[config.mk]
export PLATFORM = sky130hd
export DESIGN_NAME = isa_slave_decoder
export DESIGN_NICKNAME = d
export VERILOG_FILES = /design/src/rtl/isa_dec_pkg.sv /design/src/rtl/isa_addr_match.sv /design/src/rtl/isa_lane_steer.sv /design/src/rtl/isa_wait_gen.sv /design/src/rtl/isa_slave_decoder.sv
export SDC_FILE = /design/constraint.sdc
export NUM_CORES = 1
export LEC_CHECK = 0
export CORE_MARGIN = 5
export CORE_UTILIZATION = 47
export CTS_BUF_LIST = sky130_fd_sc_hd__clkbuf_4 sky130_fd_sc_hd__clkbuf_8
export DETAILED_ROUTE_END_ITERATION = 6
export GPL_ROUTABILITY_DRIVEN = 0
export HOLD_SLACK_MARGIN = 0.15
export PLACE_DENSITY_LB_ADDON = 0.1
export SLEW_MARGIN = 20
export SYNTH_ARGS = -nofsm -noshare
export SYNTH_HDL_FRONTEND = slang
export SYNTH_SLANG_ARGS = --single-unit
[constraint.sdc]
create_clock -name clk -period 3.6 [get_ports clk]
set_clock_uncertainty 0.05 [all_clocks]
set_input_delay 0.36 -clock clk [delete_from_list [all_inputs] [get_ports clk]]
set_output_delay 0.36 -clock clk [all_outputs]
set_load 0.01 [all_outputs]
[src/rtl/isa_dec_pkg.sv]
package isa_dec_pkg;

  localparam int LANE_W  = 8;
  localparam int N_LANES = 2;
  localparam int BUS_W   = LANE_W * N_LANES;

  typedef struct packed {
    logic legal;
    logic hi;
    logic lo;
  } lane_sel_t;

  // Lane choice from width sense, byte-high enable, address LSB and the
  // word-port flag. Anything not covered is reported as illegal.
  function automatic lane_sel_t steer_lanes(input logic narrow,
                                            input logic bhe_n,
                                            input logic a0,
                                            input logic is_word_port);
    lane_sel_t r;
    r = '0;
    if (narrow) begin
      r.legal = 1'b1;
      r.lo    = 1'b1;
    end else if (!bhe_n && is_word_port) begin
      r.legal = 1'b1;
      r.lo    = 1'b1;
      r.hi    = 1'b1;
    end else if (!bhe_n && a0) begin
      r.legal = 1'b1;
      r.hi    = 1'b1;
    end else if (bhe_n && !a0) begin
      r.legal = 1'b1;
      r.lo    = 1'b1;
    end
    return r;
  endfunction

  // Counter load for a wait of n clocks, the first of which is the
  // cycle that starts the access.
  function automatic logic [3:0] wait_load(input logic [3:0] n);
    return n - 4'd1;
  endfunction

endpackage

[src/rtl/isa_addr_match.sv]
module isa_addr_match #(
  parameter int ADDR_W = 10,
  parameter int OFS_W  = 5
) (
  input  logic [ADDR_W-1:0]       addr,
  input  logic                    aen_n,
  input  logic [ADDR_W-OFS_W-1:0] strap,
  output logic                    hit
);
  localparam int BASE_W = ADDR_W - OFS_W;

  logic [BASE_W-1:0] diff;

  // A grounded strap reads 0 and an open one reads 1, so the straps are
  // compared bit for bit with the upper address.
  genvar g;
  generate
    for (g = 0; g < BASE_W; g++) begin : g_cmp
      assign diff[g] = addr[OFS_W+g] ^ strap[g];
    end
  endgenerate

  assign hit = !aen_n && (diff == '0);
endmodule

[src/rtl/isa_lane_steer.sv]
module isa_lane_steer
  import isa_dec_pkg::*;
#(
  parameter int OFS_W    = 5,
  parameter int WORD_OFS = 24
) (
  input  logic             hit,
  input  logic             narrow,
  input  logic             bhe_n,
  input  logic [OFS_W-1:0] ofs,
  input  logic             ior_n,
  input  logic [BUS_W-1:0] rdata,
  output lane_sel_t        lanes,
  output logic             access_ok,
  output logic [N_LANES-1:0] oe,
  output logic [BUS_W-1:0] dout,
  output logic             cs16_pull
);
  localparam logic [OFS_W-1:0] WORD_OFS_L = OFS_W'(WORD_OFS);

  logic read_act;

  assign lanes     = steer_lanes(narrow, bhe_n, ofs[0], ofs == WORD_OFS_L);
  assign access_ok = hit && lanes.legal;
  assign read_act  = access_ok && !ior_n;
  assign cs16_pull = access_ok && lanes.hi;

  assign oe[0] = read_act && lanes.lo;
  assign oe[1] = read_act && lanes.hi;

  genvar g;
  generate
    for (g = 0; g < N_LANES; g++) begin : g_lane
      assign dout[g*LANE_W +: LANE_W] = oe[g] ? rdata[g*LANE_W +: LANE_W]
                                              : '0;
    end
  endgenerate
endmodule

[src/rtl/isa_wait_gen.sv]
module isa_wait_gen
  import isa_dec_pkg::*;
#(
  parameter int WAIT_W = 4
) (
  input  logic              clk,
  input  logic              rst_n,
  input  logic              access_ok,
  input  logic              slow,
  input  logic              strobe_act,
  input  logic [WAIT_W-1:0] wait_clks,
  output logic              start_evt,
  output logic              rdy_pull
);
  logic [WAIT_W-1:0] cnt;
  logic              strobe_q;

  assign start_evt = access_ok && slow && strobe_act && !strobe_q &&
                     (wait_clks != '0) && (cnt == '0);
  assign rdy_pull  = start_evt || (cnt != '0);

  always_ff @(posedge clk or negedge rst_n) begin
    if (!rst_n) begin
      cnt      <= '0;
      strobe_q <= 1'b0;
    end else begin
      strobe_q <= strobe_act;
      if (start_evt) begin
        cnt <= WAIT_W'(wait_load(4'(wait_clks)));
      end else if (cnt != '0) begin
        cnt <= cnt - 1'b1;
      end
    end
  end
endmodule

[src/rtl/isa_slave_decoder.sv]
module isa_slave_decoder
  import isa_dec_pkg::*;
#(
  parameter int ADDR_W   = 10,
  parameter int OFS_W    = 5,
  parameter int WORD_OFS = 24,
  parameter int WAIT_W   = 4
) (
  input  logic                    clk,
  input  logic                    rst_n,
  input  logic [ADDR_W-1:0]       bus_addr,
  input  logic                    bus_aen_n,
  input  logic [ADDR_W-OFS_W-1:0] base_strap,
  input  logic                    width8_sense,
  input  logic                    bhe_n,
  input  logic                    ior_n,
  input  logic                    iow_n,
  input  logic [BUS_W-1:0]        bus_din,
  output logic [BUS_W-1:0]        bus_dout,
  output logic                    lane_lo_oe,
  output logic                    lane_hi_oe,
  output logic                    cs16_pull,
  output logic                    rdy_pull,
  input  logic                    slow_flag,
  input  logic [WAIT_W-1:0]       wait_clks,
  output logic [OFS_W-1:0]        rf_addr,
  output logic                    rf_rd,
  input  logic [BUS_W-1:0]        rf_rdata,
  output logic                    rf_wr,
  output logic [N_LANES-1:0]      rf_be,
  output logic [OFS_W-1:0]        rf_waddr,
  output logic [BUS_W-1:0]        rf_wdata
);
  // Named internal events, also observed by the checker.
  logic               sel_hit;
  logic               access_ok;
  logic               strobe_act;
  logic               wait_start;
  logic               wr_rise;
  lane_sel_t          lanes;
  logic [N_LANES-1:0] oe;

  // Write capture state.
  logic               iow_q;
  logic               cap_valid;
  logic [N_LANES-1:0] cap_be;
  logic [OFS_W-1:0]   cap_ofs;
  logic [BUS_W-1:0]   cap_data;

  isa_addr_match #(.ADDR_W(ADDR_W), .OFS_W(OFS_W)) u_match (
    .addr  (bus_addr),
    .aen_n (bus_aen_n),
    .strap (base_strap),
    .hit   (sel_hit)
  );

  isa_lane_steer #(.OFS_W(OFS_W), .WORD_OFS(WORD_OFS)) u_steer (
    .hit       (sel_hit),
    .narrow    (width8_sense),
    .bhe_n     (bhe_n),
    .ofs       (bus_addr[OFS_W-1:0]),
    .ior_n     (ior_n),
    .rdata     (rf_rdata),
    .lanes     (lanes),
    .access_ok (access_ok),
    .oe        (oe),
    .dout      (bus_dout),
    .cs16_pull (cs16_pull)
  );

  assign strobe_act = !ior_n || !iow_n;

  isa_wait_gen #(.WAIT_W(WAIT_W)) u_wait (
    .clk        (clk),
    .rst_n      (rst_n),
    .access_ok  (access_ok),
    .slow       (slow_flag),
    .strobe_act (strobe_act),
    .wait_clks  (wait_clks),
    .start_evt  (wait_start),
    .rdy_pull   (rdy_pull)
  );

  assign lane_lo_oe = oe[0];
  assign lane_hi_oe = oe[1];
  assign rf_addr    = bus_addr[OFS_W-1:0];
  assign rf_rd      = access_ok && !ior_n;
  assign wr_rise    = !iow_q && iow_n;

  always_ff @(posedge clk or negedge rst_n) begin
    if (!rst_n) begin
      iow_q     <= 1'b1;
      cap_valid <= 1'b0;
      cap_be    <= '0;
      cap_ofs   <= '0;
      cap_data  <= '0;
      rf_wr     <= 1'b0;
      rf_be     <= '0;
      rf_waddr  <= '0;
      rf_wdata  <= '0;
    end else begin
      iow_q <= iow_n;
      if (!iow_n) begin
        cap_valid <= access_ok;
        cap_be    <= {lanes.hi, lanes.lo};
        cap_ofs   <= bus_addr[OFS_W-1:0];
        cap_data  <= bus_din;
      end
      rf_wr <= wr_rise && cap_valid;
      if (wr_rise && cap_valid) begin
        rf_be    <= cap_be;
        rf_waddr <= cap_ofs;
        rf_wdata <= cap_data;
      end
    end
  end
endmodule

### After elaboration in Yosys (flattened, before gate mapping)

Index checks and enable logic that the tools add are counted.

* register bits after elaboration: 54
* bits in latches: 0
* RAM bits: 0
* memory bits (read-only): 0
* output and inout port bits: 50
* word-level logic and storage cells: 61
* memories: 0

* add/sub/neg operators: 2
* multiply operators: 0
* divide/modulo/power cells: 0
* order comparisons: 0
* equal/unequal tests: 1
* shifts and indexed selects: 0
* muxes and demuxes: 12
* bitwise logic cells: 5
* reductions and logical operators: 30

Operators with widths (number)
* $logic_and A1 B1 Y1: 16
* $mux W8: 2
* $mux W4: 2
* $reduce_bool A4 Y1: 2
* $sub A4 B1 Y4 const B: 2
* $logic_not A1 Y1: 7
* $mux W1: 7
* $eq A5 B5 Y1 const B: 1
* $logic_not A5 Y1: 1
* $xor A1 B1 Y1: 5
* $logic_not A4 Y1: 1
* $mux W3: 1
* $logic_or A1 B1 Y1: 2
* $reduce_bool A2 Y1: 1

### Depth between registers and ports, before layout

* depth after elaboration: 13
* mapped depth: 9
* mapped depth without buffers: 9

### Modules after synthesis

From an unflattened synthesis, not the netlist that was laid out.

* cell total of the unflattened synthesis: 189
* area total of the unflattened synthesis: 2615.0 µm²

By module, submodules not included
* isa_slave_decoder: times used 1, cells each 110, area each 1939.4 µm², sequential area each 1227.4 µm²
* isa_lane_steer: times used 1, cells each 45, area each 331.6 µm², sequential area each 0.0 µm²
* isa_wait_gen: times used 1, cells each 27, area each 284.0 µm², sequential area each 125.1 µm²
* isa_addr_match: times used 1, cells each 7, area each 60.1 µm², sequential area each 0.0 µm²

### Least setup slack after synthesis

Ideal clock, no wire load.

* path kind: input -> register
* from: in bus_addr[0]
* to: reg u_wait.cnt[2]
* library setup time: 0.077 ns
* arrival: 1.845 ns
* data required time: 3.473 ns
* slack: 1.627 ns
* stages on the path: 9
* cell sequence: inv_1 -> ha_1 -> nor2b_1 -> o41ai_4 -> nand4_1 -> o21ba_2 -> ha_1 -> xor2_1 -> a21oi_1

* longest elaborated chain between the ends: 13
* elaborated cells on any way between the ends: 17

RTL lines
* start, declared: line isa_slave_decoder.sv:11 `input logic [ADDR_W-1:0] bus_addr,`
* $logic_not A1 Y1: line isa_dec_pkg.sv:31 `end else if (bhe_n && !a0) begin`
* $logic_and A1 B1 Y1: line isa_dec_pkg.sv:31
* $mux W1: line isa_dec_pkg.sv:31
* $mux W1: line isa_dec_pkg.sv:28 `end else if (!bhe_n && a0) begin`
* $mux W3 (*): line isa_dec_pkg.sv:24 `end else if (!bhe_n && is_word_port) begin`
* $mux W1 (*): line isa_dec_pkg.sv:21 `if (narrow) begin`
* $logic_and A1 B1 Y1 (*): line isa_lane_steer.sv:24 `assign access_ok = hit && lanes.legal;`
* $logic_and A1 B1 Y1 (*) (4 in series): line isa_wait_gen.sv:18 `assign start_evt = access_ok && slow && strobe_act && !strobe_q &&`
* $logic_and A1 B1 Y1 (*): line isa_wait_gen.sv:19 `(wait_clks != '0) && (cnt == '0);`
* $mux W4 or $reduce_bool A2 Y1 (tied branches)
* end signal, assigned: line isa_wait_gen.sv:29 `cnt <= WAIT_W'(wait_load(4'(wait_clks)));`
* end signal, assigned: line isa_wait_gen.sv:31 `cnt <= cnt - 1'b1;`
* end, declared: line isa_wait_gen.sv:15 `logic [WAIT_W-1:0] cnt;`

Every way passes the cells marked *; elsewhere a longest branch is shown, timed or not.
A chain may end at the register's enable or synchronous reset.

### Worst setup path in the final report

* from: in bus_addr[0]
* to: out bus_dout[7]

* longest elaborated chain between the ends: 10
* elaborated cells on any way between the ends: 15

RTL lines
* $logic_not A1 Y1: line isa_dec_pkg.sv:31
* $logic_and A1 B1 Y1: line isa_dec_pkg.sv:31
* $mux W1: line isa_dec_pkg.sv:31
* $mux W1: line isa_dec_pkg.sv:28
* $mux W3 (*): line isa_dec_pkg.sv:24
* $mux W1: line isa_dec_pkg.sv:21
* $logic_and A1 B1 Y1: line isa_lane_steer.sv:24
* $logic_and A1 B1 Y1: line isa_lane_steer.sv:25 `assign read_act = access_ok && !ior_n;`
* $logic_and A1 B1 Y1 (*): line isa_lane_steer.sv:28 `assign oe[0] = read_act && lanes.lo;`
* $mux W8 (*): line isa_lane_steer.sv:34 `assign dout[g*LANE_W +: LANE_W] = oe[g] ? rdata[g*LANE_W +: LANE_W]`
* end, declared: line isa_slave_decoder.sv:19 `output logic [BUS_W-1:0] bus_dout,`

Marked as above.

==> results.sh <==
export IMPL_antenna_found_initial=0
export IMPL_design_area_um2=3700
export IMPL_cts_resized=0
export IMPL_tightestPinTransition_ns=0.746
export IMPL_core_area_um2=5140
export IMPL_grt_pass1_wl_um=9740
export IMPL_nFillCells=409
export IMPL_num_vias=1986
export IMPL_fmax_ghz=0.313
export IMPL_finalNonFillerCells=409
export IMPL_cts_max_level=2
export IMPL_numPlacedInstances=401
export IMPL_status="finished, final reports clean"
export IMPL_rsz0062_at_grt="false"
export IMPL_dpl_cell_area_um2=3610
export IMPL_grt_ovfl_total=0
export IMPL_power_density_nw_per_um2=377
export IMPL_final_max_slew_viol_count=0
export IMPL_antenna_cells=0
export IMPL_post_cts_buffers=0
export IMPL_rows=26
export IMPL_totalWireLength_um=5660
export IMPL_drt_iter0_markers=57
export IMPL_layout_setup_ws_ns=0.404
export IMPL_yosys_register_bits=54
export IMPL_clock_root_buffer="clkbuf_8"
export IMPL_wl_per_cell_um=13.8
export IMPL_endpoint_kind="output pin"
export IMPL_swShare_pct=25.7
export IMPL_fin_crit_sh_pct=88.8
export IMPL_synth_area_per_cell_um2=10.7
export IMPL_intPower_mw=1.04
export IMPL_synth_warnings=0
export IMPL_leakage_nw=1.65
export IMPL_holdWs_ns=0.416
export IMPL_final_nets=401
export IMPL_viasPerCell=4.86
export IMPL_netSwitchingPower_mw=0.359
export IMPL_critPathKind="in -> out"
export IMPL_ant_nets=0
export IMPL_die_x_um=83.0
export IMPL_fin_crit_ns=3.20
export IMPL_drc=0
export IMPL_synth_distinct_cells=39
export IMPL_drtPass1Iterations=4
export IMPL_path_clk_slew_ns=0.08
export IMPL_grt_pass1_vias=2092
export IMPL_required_ns=3.19
export IMPL_dpl_hpwl_um=4280
export IMPL_cts_max_path_buffers=2
export IMPL_grt_max_degree=36
export IMPL_synth_nets=296
export IMPL_syn_area_um2=2510
export IMPL_total_power_mw=1.40
export IMPL_maxCapViolations=0
export IMPL_area_growth_syn_to_layout_pct=47.8
export IMPL_yosysSeqAreaShare_pct=54.0
export IMPL_cts_buffers_inserted=5
export IMPL_power_frac_clock_pct=23.0
export IMPL_regToRegSetupSlack_ns=1.61
export IMPL_postLayoutCoreUtil_pct=72.1
export IMPL_peakVddDrop_mv=0.160
export IMPL_start_util_pct=48.8
export IMPL_relSlewSlack_pct=50.2
export IMPL_arrival_ns=2.79
export IMPL_final_setup_viol_count=0
export IMPL_fp_dieArea_um2=6890
export IMPL_fin_tns_setup_ns=0
export IMPL_hp_class="reg -> reg"
export IMPL_io_pins=109
export IMPL_seqPwrFrac_pct=52.0
export IMPL_cts_sinks=54
export IMPL_port_buffers=108
export IMPL_critPathMaxFanout=19
export IMPL_cts_tree="done"
export IMPL_power_frac_comb_pct=25.0
export IMPL_grt_usage_pct=17.3
export IMPL_drive_gt1_share_pct=14.5
export IMPL_post_place_ws_ns=0.339
export IMPL_start_kind="input port"
export IMPL_worstSkewPairLatency_ns=0.29
export IMPL_final_hold_viol_count=0
export IMPL_die_h_um=83.0
export IMPL_syn_inst=234
layer usage:
metal	global-route usage, %	part of all wire (%)
met1	20.0	41
met2	28.4	47
met3	8.32	11
met4	4.90	1.2
met5	0	0
final cells by class:
type / count / area [um^2] / share of cell area [%]
Tap cell: 70 / 87.6 / 2.36
Clock buffer: 7 / 83.8 / 2.26
Inverter: 13 / 48.8 / 1.32
Sequential cell: 54 / 1350 / 36.5
Timing Repair Buffer: 112 / 1110 / 29.9
Multi-Input combinational cell: 153 / 1020 / 27.6
cells in the final DEF (no fill, tap or decap), types with 2 or more instances in the layout:
master,instances
nor3b_1,8
o21ai_0,5
ha_1,3
nor3_2,7
clkbuf_4,2
dfrtp_1,53
inv_1,13
xor2_1,6
o21ba_2,2
buf_4,3
clkdlybuf4s50_1,107
nor2_1,4
nand2_1,74
a21oi_1,3
clkbuf_8,5
mux2_2,20
sequential cells by signal (all words and copies together), names as in the netlist:
signal,cells
u_wait.strobe_q,1
rf_wr,1
iow_q,1
rf_be,2
rf_wdata,16
cap_valid,1
u_wait.cnt,4
cap_data,16
cap_ofs,5
rf_waddr,5
cap_be,2
cell usage after synthesis (all sizes together):
library cell,instances,area share [%]
nand4b,1,0.95
o21ba,2,0.80
buf,12,3.1
mux2,20,9.0
mux2i,1,0.40
nor4,3,1.6
and4b,1,0.40
ha,3,1.5
dfrtp,53,53
xor2,6,2.1
nor2,4,0.60
nand3,1,0.20
o22ai,1,0.25
nand2,74,11
nand3b,1,0.30
nand2b,2,0.80
o21bai,1,0.30
nor3,9,3.6
a21oi,3,0.60
nor2b,1,0.25
or2,1,0.25
nand4,1,0.25
inv,13,1.9
nor3b,8,2.4
o31ai,1,0.30
o41ai,1,1.1
dfstp,1,1.0
or4,1,0.30
clkbuf,2,0.30
o21ai,5,1.0
o311ai,1,0.35
power by group through the flow:
| stage | clock (mW) | combinational, mW | sequential, mW |
|---|---|---|---|
| global placement | 0 | 0.347 | 0.735 |
| global route | 0.361 | 0.385 | 0.736 |
| detailed placement | 0 | 0.354 | 0.738 |
| CTS | 0.336 | 0.356 | 0.727 |
| finish | 0.321 | 0.349 | 0.727 |
| floorplan | 0 | 0.162 | 0.743 |
logic make-up (layout without fill, tap and decap cells):
kind of cell / count (synthesis) / count (layout) / share of synthesized area (%)
AOI/OAI and AO/OA: 15 / 15 / 4.69
xor gates and xnor gates: 6 / 6 / 2.10
adders and majority gates: 3 / 3 / 1.50
buffers and inverters: 27 / 132 / 5.34
DFF: 54 / 54 / 54.0
muxes: 21 / 21 / 9.39
and+or+nand+nor: 108 / 108 / 23.0
path summary, 6_finish.rpt:
check	from	cells past startpoint	to
worst max-delay path	bus_addr[0]	8	bus_dout[7]
worst min-delay path	cap_ofs[4]	2	rf_waddr[4]
worst max register to register	u_wait.cnt[0]	6	u_wait.cnt[2]
worst min register to register	cap_ofs[4]	2	rf_waddr[4]
max in group asynchronous	rst_n	3	rf_waddr[0]
min in group asynchronous	rst_n	2	rf_wdata[4]
worst max-delay path, cell delays in order:
cell	delay (ns)
clkdlybuf4s50_1	0.60
inv_1	0.09
ha_1	0.28
nor2b_1	0.15
o41ai_4	0.08
nand4b_4	0.34
nor3b_1	0.30
clkdlybuf4s50_1	0.58
timing repair:
item,CTS,global route
endpoints found under the hold margin,18,0
hold buffers,1,0
setup endpoints to repair,0,0
Note: power is estimated with default switching activity, not from simulation.
